$ cat src/rtl/rot_digit_pkg.sv
package rot_digit_pkg;

   // Active-high pattern: bit 7 = decimal point, bits 6..0 = g f e d c b a
   function automatic logic [7:0] seg_pattern(input logic [3:0] value);
      logic [7:0] pat;
      case (value)
         4'd0:    pat = 8'h3F;
         4'd1:    pat = 8'h06;
         4'd2:    pat = 8'h5B;
         4'd3:    pat = 8'h4F;
         4'd4:    pat = 8'h66;
         4'd5:    pat = 8'h6D;
         4'd6:    pat = 8'h7D;
         4'd7:    pat = 8'h07;
         4'd8:    pat = 8'h7F;
         4'd9:    pat = 8'h6F;
         default: pat = 8'h00;   // out of range: blank
      endcase
      return pat;
   endfunction

endpackage

$ cat src/rtl/rot_tick_gen.sv
module rot_tick_gen #(
   parameter int TICK_MAX = 25_000_000
) (
   input  logic clk_i,
   input  logic rst_i,
   output logic tick_o
);
   localparam int CW = (TICK_MAX > 0) ? $clog2(TICK_MAX + 1) : 1;
   localparam logic [CW-1:0] TOP_V = CW'(TICK_MAX);

   logic [CW-1:0] cnt_q;

   always_ff @(posedge clk_i or posedge rst_i) begin
      if (rst_i)
         cnt_q <= '0;
      else if (cnt_q >= TOP_V)
         cnt_q <= '0;
      else
         cnt_q <= cnt_q + 1'b1;
   end

   assign tick_o = (cnt_q == TOP_V);
endmodule

$ cat src/rtl/rot_digit_core.sv
module rot_digit_core #(
   parameter int DIGIT_W = 4,
   parameter int LIM_LO  = 6,
   parameter int LIM_HI  = 9
) (
   input  logic               clk_i,
   input  logic               rst_i,
   input  logic               tick_i,
   output logic [DIGIT_W-1:0] digit_o,
   output logic [DIGIT_W-1:0] limit_o
);
   localparam logic [DIGIT_W-1:0] LO_V = DIGIT_W'(LIM_LO);
   localparam logic [DIGIT_W-1:0] HI_V = DIGIT_W'(LIM_HI);

   logic [DIGIT_W-1:0] digit_q, limit_q;
   logic               at_top;

   assign at_top = (digit_q >= limit_q);

   always_ff @(posedge clk_i or posedge rst_i) begin
      if (rst_i) begin
         digit_q <= '0;
         limit_q <= LO_V;
      end else if (tick_i) begin
         if (at_top) begin
            digit_q <= '0;
            limit_q <= (limit_q < HI_V) ? limit_q + 1'b1 : LO_V;
         end else begin
            digit_q <= digit_q + 1'b1;
         end
      end
   end

   assign digit_o = digit_q;
   assign limit_o = limit_q;
endmodule

$ cat src/rtl/rot_seg_decode.sv
module rot_seg_decode #(
   parameter int DIGIT_W     = 4,
   parameter bit SEG_ACT_LOW = 1'b1
) (
   input  logic [DIGIT_W-1:0] value_i,
   output logic [7:0]         seg_o
);
   import rot_digit_pkg::*;

   logic [3:0] nib;
   logic [7:0] pat;

   generate
      if (DIGIT_W > 4) begin : g_wide
         // any value above 9 maps to blank
         assign nib = (value_i > DIGIT_W'(9)) ? 4'hF : value_i[3:0];
         logic unused_hi;
         assign unused_hi = ^value_i[DIGIT_W-1:4];
      end else begin : g_narrow
         assign nib = 4'(value_i);
      end
   endgenerate

   assign pat = seg_pattern(nib);

   generate
      if (SEG_ACT_LOW) begin : g_low
         assign seg_o = ~pat;
      end else begin : g_high
         assign seg_o = pat;
      end
   endgenerate
endmodule

$ cat src/rtl/rot_digit_display.sv
module rot_digit_display #(
   parameter int TICK_MAX    = 25_000_000,
   parameter int DIGIT_W     = 4,
   parameter int LIM_LO      = 6,
   parameter int LIM_HI      = 9,
   parameter bit SEG_ACT_LOW = 1'b1
) (
   input  logic               clk_i,
   input  logic               rst_i,
   output logic [7:0]         seg_o,
   output logic [DIGIT_W-1:0] digit_o
);
   initial begin
      assert (DIGIT_W >= 4) else $error("DIGIT_W must be at least 4");
      assert (LIM_LO <= LIM_HI) else $error("LIM_LO above LIM_HI");
      assert (LIM_HI <= 9) else $error("LIM_HI beyond one decimal digit");
      assert (TICK_MAX >= 0) else $error("TICK_MAX negative");
   end

   logic               tick;
   logic [DIGIT_W-1:0] digit;
   logic [DIGIT_W-1:0] limit;

   rot_tick_gen #(.TICK_MAX(TICK_MAX)) u_tick (
      .clk_i (clk_i),
      .rst_i (rst_i),
      .tick_o(tick)
   );

   rot_digit_core #(
      .DIGIT_W(DIGIT_W), .LIM_LO(LIM_LO), .LIM_HI(LIM_HI)
   ) u_core (
      .clk_i  (clk_i),
      .rst_i  (rst_i),
      .tick_i (tick),
      .digit_o(digit),
      .limit_o(limit)
   );

   rot_seg_decode #(
      .DIGIT_W(DIGIT_W), .SEG_ACT_LOW(SEG_ACT_LOW)
   ) u_seg (
      .value_i(digit),
      .seg_o  (seg_o)
   );

   assign digit_o = digit;
endmodule

$ cat config.mk
export PLATFORM = sky130hd
export DESIGN_NAME = rot_digit_display
export DESIGN_NICKNAME = d
export VERILOG_FILES = /design/src/rtl/rot_digit_pkg.sv /design/src/rtl/rot_tick_gen.sv /design/src/rtl/rot_digit_core.sv /design/src/rtl/rot_seg_decode.sv /design/src/rtl/rot_digit_display.sv
export SDC_FILE = /design/constraint.sdc
export NUM_CORES = 1
export LEC_CHECK = 0
export BUFFER_PORTS_ARGS = -buffer_cell sky130_fd_sc_hd__buf_2
export CORE_ASPECT_RATIO = 1.75
export CORE_MARGIN = 3
export CORE_UTILIZATION = 60
export DETAILED_ROUTE_END_ITERATION = 10
export PLACE_DENSITY = 0.75
export SLEW_MARGIN = 30
export SYNTH_ARGS = -nofsm -noshare
export SYNTH_HDL_FRONTEND = slang
export SYNTH_SLANG_ARGS = --single-unit
$ cat constraint.sdc
create_clock -name clk_i -period 2.9 [get_ports clk_i]
set_input_delay 0 -clock clk_i [delete_from_list [all_inputs] [get_ports clk_i]]
set_output_delay 0 -clock clk_i [all_outputs]
set_load 0.01 [all_outputs]
-- Word level (Yosys, flattened, before mapping)
Memory sizes are Yosys's and may differ from the RTL's.
Cells that the tools add are included.
Widths: inputs -> output; s select.
- logic and storage cells: 16
- output and inout port bits: 12
- memories: 1
- ROM bits: 112
- bits of input ports: 2
- flip-flop bits (word level): 33
- $lt $le $gt $ge: 3
- multiplexer cells: 3
- reduce and logical (&&, ||, !) cells: 1
- $add $sub $neg: 3
- equal/unequal tests: 1
- bitwise logic cells: 1
- memory list (name ; words ; bits a word ; rd ports ; clocked after memory_dff ; wr ports ; line ; RTL):
    (no name shown) ; 16 ; 7 ; 1 ; 0 ; 0 ; rot_digit_pkg.sv:6 ; case (value)
- operators by type and width (cell ; number):
    $add 25x1->25 const B ; 1
    $eq 25x25->1 const B ; 1
    $ge 25x25->1 const B ; 1
    $mux 25 ; 1
    $add 4x1->4 const B ; 2
    $mux 4 ; 2
    $not 8->8 ; 1
    $ge 4x4->1 ; 1
    $lt 4x4->1 const B ; 1
    $reduce_and 2->1 ; 1

-- Depth between registers and ports, before layout
Gate-level depths: netlist of the first run.
- depth after elaboration: 2
- mapped depth: 7
- mapped depth without buffers: 7

-- Cells and area by module
Synthesis of the first run repeated with hierarchy kept, for this count alone.
- cells, all modules: 221
- area, all modules: 2053.2 um^2
- by module, submodules not included (module ; times used ; cells an instance ; sequential area each (um^2) ; area each (um^2)):
    rot_tick_gen ; 1 ; 133 ; 625.6 ; 1302.5
    rot_digit_core ; 1 ; 58 ; 202.7 ; 549.3
    rot_seg_decode ; 1 ; 30 ; 0.0 ; 201.4

-- Worst setup path before layout of the first run
Ideal clock, no wire load.
- kind: reg-to-reg
- start point: reg u_core.limit_q[1], in the netlist u_core.limit_o[1]
- end point: reg u_core.limit_q[1], in the netlist u_core.limit_o[1]
- library setup time: 0.075 ns
- required time: 2.825 ns
- period minus slack after synthesis: 2.003 ns
- arrival time: 1.928 ns
- setup slack: 0.897 ns
- path buffers: 0
- cell stages (with the launch flop): 7
- cell sequence: dfstp_2 -> inv_1 -> ha_1 -> o21ai_0 -> a211oi_1 -> and2_2 -> mux2i_1
- longest elaborated chain between the ends: 2
- elaborated cells on any way between the ends: 5
- those cells by class: add/sub (1); order compare (2); mux (1); reduce/logical (1)
- ends and longest elaborated chain (element ; line ; RTL):
    start, declared ; rot_digit_core.sv:15 ; logic [DIGIT_W-1:0] digit_q, limit_q;
    start signal, assigned ; rot_digit_core.sv:27 ; limit_q <= (limit_q < HI_V) ? limit_q + 1'b1 : LO_V;
    $add 4x1->4, or another cell as far along ; rot_digit_core.sv:27 ;
    $mux 4 or $reduce_and 2->1 (tied branches) ; -- ;
Several ways; a longest one is shown, not always the timed one.
A chain may end at the register's enable or synchronous reset.

-- Worst setup path after layout of the first run
- start point: reg u_tick.cnt_q[15]
- end point: reg u_tick.cnt_q[14]
- longest elaborated chain between the ends: 2
- ends and longest elaborated chain (element ; line ; RTL):
    start, declared ; rot_tick_gen.sv:11 ; logic [CW-1:0] cnt_q;
    start signal, assigned ; rot_tick_gen.sv:19 ; cnt_q <= cnt_q + 1'b1;
    $ge 25x25->1 ; rot_tick_gen.sv:16 ; else if (cnt_q >= TOP_V)
    $mux 25 ; rot_tick_gen.sv:16 ;
Every way passes these cells.

==> results of run 1 <==
-- sequential cells by signal, indices dropped and copies added (netlist names) --
| name | flops |
|---|---|
| u_tick.cnt_q | 25 |
| u_core.digit_o | 4 |
| u_core.limit_o | 4 |
-- synth_stat cells (5+ instances only) --
library cell,count,share of area (%)
inv_1,16,3.0
nand4_1,10,3.1
a31oi_1,5,1.6
nor3_1,6,1.5
xnor2_1,8,3.5
o21ai_0,5,1.2
dfrtp_1,31,39
a21oi_1,9,2.2
xor2_1,15,6.5
nand3_1,11,2.7
nand2_1,9,1.7
nor2_1,40,7.5
ha_1,12,7.5
-- layer usage --
metal | up-vias | GRT usage [%] | routed length, microns
li1 | 797 | - | -
met1 | 797 | 23.44 | 1548
met2 | 33 | 46.68 | 2428
met3 | 8 | 3.770 | 111
met4 | 0 | 13.85 | 103
met5 | - | 0 | 0
-- layout make-up --
class / count / area, sq um / share of cell area, %
clock buffer: 7 / 96.34 / 4.343
timing repair buffer: 16 / 92.59 / 4.174
tap: 43 / 53.80 / 2.425
clock inverter: 1 / 5.005 / 0.2256
multi-input combinational: 166 / 1082 / 48.79
sequential: 33 / 828.3 / 37.34
inverter: 16 / 60.06 / 2.707
-- stage by stage --
| stage | utilization (%) | instances | hold slack [ns] |
|---|---|---|---|
| after floorplan | - | 221 | 0.1274 |
| after global placement | 66.35 | 273 | 0.09417 |
| after detailed placement | 66.35 | 273 | 0.1076 |
| after CTS | 69.86 | 282 | 0.3555 |
| after global routing | 69.86 | 282 | 0.4036 |
| final | 69.86 | 282 | 0.3318 |
-- timing repair --
| item | 4_1_cts | 5_1_grt |
|---|---|---|
| resized for setup | 0 | 0 |
| endpoints found under the setup margin | 0 | 0 |
| hold buffers | 1 | 0 |
| hold endpoints to repair | 31 | 0 |
-- worst paths after layout --
| check | startpoint | depth (start not counted) | end |
|---|---|---|---|
| max in group asynchronous | rst_i | 4 | u_core.limit_o[2] |
| setup / recovery | u_tick.cnt_q[15] | 5 | u_tick.cnt_q[14] |
| setup reg to reg | u_tick.cnt_q[15] | 5 | u_tick.cnt_q[14] |
| min in group clk_i | u_tick.cnt_q[0] | 1 | u_tick.cnt_q[0] |
| hold reg to reg | u_tick.cnt_q[0] | 1 | u_tick.cnt_q[0] |
| hold / removal | rst_i | 4 | u_core.limit_o[3] |
-- cells by family after synthesis --
family                     share of synthesized area [%]
AOI/OAI and AO/OA                                  9.142
adders and majority gates                          7.462
and+or+nand+nor                                    25.93
DFF                                                41.17
other                                             0.1864
buffers and inverters                              5.037
xor gates and xnor gates                           10.01
muxes                                              1.057
-- power groups by stage --
| stage | clock (mW) | sequential (mW) | combinational, mW |
|---|---|---|---|
| 6_report | 0.376 | 0.460 | 0.0117 |
| 5_1_grt | 0.404 | 0.460 | 0.0139 |
| 4_1_cts | 0.385 | 0.460 | 0.0126 |
| 3_5_place_dp | 0 | 0.469 | 0.0114 |
| 3_3_place_gp | 0 | 0.469 | 0.0111 |
| 2_1_floorplan | 0 | 0.469 | 0.00833 |
-- worst max-delay path: cells and delay by family (launching register included) --
| kind | cells | cell delay [ns] |
|---|---|---|
| flops | 1 | 0.44 |
| simple gates | 4 | 1.24 |
| compound gates | 1 | 0.47 |
==> metrics, run 1 <==
Post-synth EDFFs 0; Final Skew 0.003988 ns; Logic pwr share 1.4%; switch share 20.19%; Critical Path Start Type register; CTS Buffer Depth 2; final worst path period need 2.271 ns; die width 49.78 microns; most common cell after layout, fill and taps aside nor2_1; Total Power 848.3 uW; overall routing resource usage 23.98%; Initial Util 63.36%; Critical Path Slowest Stage Cell or4b_4; syn_area_per_cell 9.104 sq um; clock slew at reported path FFs 0.07 ns; max incr delay on CP 0.57 ns; Critical Path AT 2.43 ns; Ports 14; RD Place Congestion 0.7788; Max-cap violations 0; TritonCTS clock tree done; number of antenna violations at the first check in global routing 0; post-route cell area 0.002218 sq mm; Slew HR 49.75%; IO Port Bufs 12; largest net degree at the start of global routing 34; Slew @ Worst Pin 0.7469 ns; R2R setup slack 0.63 ns; Die Ht 82.61 microns; core area 0.003176 sq mm; cells along the critical path or4b_4 -> or2_4 -> nor3b_4 -> a311o_2 -> nor2_1; Critical Path End Type register; clock power share 44.3%; Synthesis Warnings 0; DR iter-0 viols 45; die area 0.004112 sq mm; Mapped Cells 221; Most used DFF post-synth dfrtp_1; worst min path class in2async; unrepaired setup endpoints after global routing no; Distinct cells, synth 45; setup_tns 0 ns; nets 252; crit path kind reg2reg; Post-CTS Setup Bufs 0; Pwr Density 382.4 mW/mm^2; max-slew violations 0; final worst setup slack 0.6285 ns; DR vias/cell 5.798; hpwl dp 3115 microns; GRT overflow 0; most frequent cells in the layout 40 x nor2_1, 31 x dfrtp_1, 16 x inv_1; clk_lat worst skew 0.29 ns; synth-to-layout area growth 10.26%; register area share after synthesis 41.17%; DR DRC count 0; Fin. Hold Viols 0; fmax 440.2 MHz; status completed; Flop pwr share 54.3%; pre-CTS setup slack 0.6329 ns; cts bufs inserted 5; #FFs+latches synth 33; Post-DP Area 0.002107 sq mm; VDD IR max 0.0004817 V; floorplan row count 27; NetSw 171.3 uW; critical path peak fanout 24; Mapped Nets 235; Final setup viols 0; vias in the first global route 1,682; global-route wire length before repair 7424 microns; DR vias 1,635; First-pass DRT Iterations 5; fillers 273; Clock Sinks 33; wire length per cell 14.86 microns; Mapped Area 0.002012 sq mm; clk root buf clkbuf_8; number of routed nets with antenna violations 0; # diodes 0; CTS H-tree depth 2; CP required 3.05 ns; Int Pwr 677.0 uW; Async S/R FF share, synth 100.0%; final wirelength 4191 microns; Pleak 1.082 nW; crit share post-route 78.33%; share of cells above drive strength 1 15.48%
Note: power is estimated with default switching activity, not from simulation.
==> inputs of run 2 (changes only) <==
CORE_UTILIZATION = 54   (was 60)
PLACE_DENSITY = 0.71   (was 0.75)
clock period = 2.05 ns   (was 2.9 ns; I/O delays follow)
==> metrics, run 2 (same netlist as run 1, synthesis figures left out) <==
status finished with violations; failing checks negative setup slack; most common cell after layout, fill and taps aside nor2_1; vias in the first global route 1,604 (-4.6%); DR vias 1,669 (+2.1%); top layer used by detailed routing met4; Finished Layout Cells 303 (+7.4%); fmax 485.5 MHz (+10%); Final Skew 0.007507 ns (+0.003520 ns); GRT overflow 0 (unchanged); nets 271 (+7.5%); DR DRC count 0 (unchanged); worst min path class in2async; First-pass DRT Iterations 4 (-1); final worst path period need 2.060 ns (-0.2118 ns); Total Power 1.135 mW (+34%); Critical Path End Type register; cts bufs inserted 5 (unchanged); final wirelength 4326 microns (+3.2%); most frequent cells in the layout 36 x nor2_1, 31 x dfrtp_1, 18 x buf_4; Initial Util 58.01% (-5.3 points); Clock Sinks 33 (unchanged); synth-to-layout area growth 20.21%; Pwr Density 469.5 mW/mm^2 (+23%); Ports 14 (unchanged); Critical Path Start Type register; TritonCTS clock tree done; setup_tns -0.03066 ns (-0.03066 ns); Max-cap violations 0 (unchanged); max-slew violations 0 (unchanged); Critical Path AT 2.23 ns (-0.20 ns); CP required 2.22 ns (-0.83 ns); number of antenna violations at the first check in global routing 0 (unchanged); VDD IR max 0.0005320 V (+10%); routed wl met3 143 microns (+29%); fillers 276 (+1.1%); worst hold slack 0.3398 ns (+0.008003 ns); crit path kind reg2reg; final worst setup slack -0.009710 ns (-0.6382 ns); crit share post-route 100.5% (+22 points); largest net degree at the start of global routing 34 (unchanged); Pleak 1.185 nW (+9.6%); wire length per cell 14.28 microns (-3.9%); core area 0.003468 sq mm (+9.2%); unrepaired setup endpoints after global routing yes; routed wl met2 2508 microns (+3.3%); largest register by flop count u_tick.cnt_q; critical path peak fanout 6 (-75%); CTS H-tree depth 2 (unchanged); DR iter-0 viols 34 (-24%); IO Port Bufs 12 (unchanged); Final setup viols 7 (+7); Die Ht 86.75 microns (+5.0%); M1 WL 1574 microns (+1.7%); max reg flops 25 (unchanged); floorplan row count 28 (+3.7%); die area 0.004523 sq mm (+10%); RD Place Congestion 0.7648 (-1.8%); Reg area 828.3 sq um (unchanged); # diodes 0 (unchanged); number of routed nets with antenna violations 0 (unchanged); clk_lat worst skew 0.29 ns (about the same); hpwl dp 2880 microns (-7.5%); clock slew at reported path FFs 0.07 ns (about the same); Util after Layout 69.73% (-0.13 points); global-route wire length before repair 7100 microns (-4.4%); clk root buf clkbuf_8; CTS Buffer Depth 2 (unchanged); share of cells above drive strength 1 23.26% (+7.8 points); Fin. Hold Viols 0 (unchanged); multi-input logic area 0.001105 sq mm (+2.1%); die width 52.14 microns (+4.8%); overall routing resource usage 21.04% (-2.9 points); DR vias/cell 5.508 (-5.0%); placed cells 286 (+4.8%)
-- run 2: changes by cell type in the layout (fill, tap and decap cells not counted), moves of 2 or more --
cell       change
nor2_1         -4
clkbuf_16      +2
clkbuf_8       -2
buf_4         +15
nor2_2         +3
-- run 2: worst max-delay path: stages (launching register included) --
cell	delay [ns]
dfrtp_1	0.38
or4b_4	0.55
or2_4	0.27
nor3b_4	0.24
a311o_2	0.27
clkbuf_16	0.19
nor2_1	0.05
-- run 2: final cells by class --
| type | count | area share (%) |
|---|---|---|
| multi-input cells | 166 | 45.68 |
| flip-flops and latches | 33 | 34.25 |
| repair buffers | 35 | 11.85 |
| clock buffers | 6 | 3.001 |
| inverters | 16 | 2.483 |
| well taps | 45 | 2.328 |
| clock inverters | 2 | 0.4139 |
-- run 2: worst paths after layout --
check / end / cells past startpoint / from / slack [ns]
max: u_tick.cnt_q[19] / 6 / u_tick.cnt_q[15] / -0.01
min: u_tick.cnt_q[3] / 4 / rst_i / 0.34
max reg2reg: u_tick.cnt_q[19] / 6 / u_tick.cnt_q[15] / -0.01
min in group clk_i: u_tick.cnt_q[0] / 1 / u_tick.cnt_q[0] / 0.50
max in group asynchronous: u_core.limit_o[1] / 4 / rst_i / 1.38
min reg2reg: u_tick.cnt_q[0] / 1 / u_tick.cnt_q[0] / 0.50
-- run 2: through the flow --
| step | setup slack, ns | instance area (sq um) |
|---|---|---|
| 4_1_cts | 0.005044 | 2297 |
| 5_1_grt | -0.08100 | 2419 |
| 3_3_place_gp | 0.08090 | 2205 |
| 3_5_place_dp | 0.03843 | 2205 |
| 2_1_floorplan | 0.04719 | 2012 |
| 6_report | -0.009710 | 2419 |
-- run 2: what timing repair did --
item	in CTS	in global routing
hold endpoints to repair	31	0
hold buffers	1	0
setup buffers	0	5
endpoints found under the setup margin	0	26
resized for setup	0	7
-- run 2: routing by layer --
layer  vias to the layer above  global-route usage, %
li1                        829                      -
met2                        37                  38.95
met4                         0                  7.907
met5                         -                      0
met3                        11                  5.164
met1                       792                  22.01
-- run 2: where the power goes --
group | internal, mW | switching [mW] | total (mW)
clock network | 0.235 | 0.232 | 0.467
registers | 0.651 | 0 | 0.651
logic | 0.00331 | 0.0135 | 0.0168
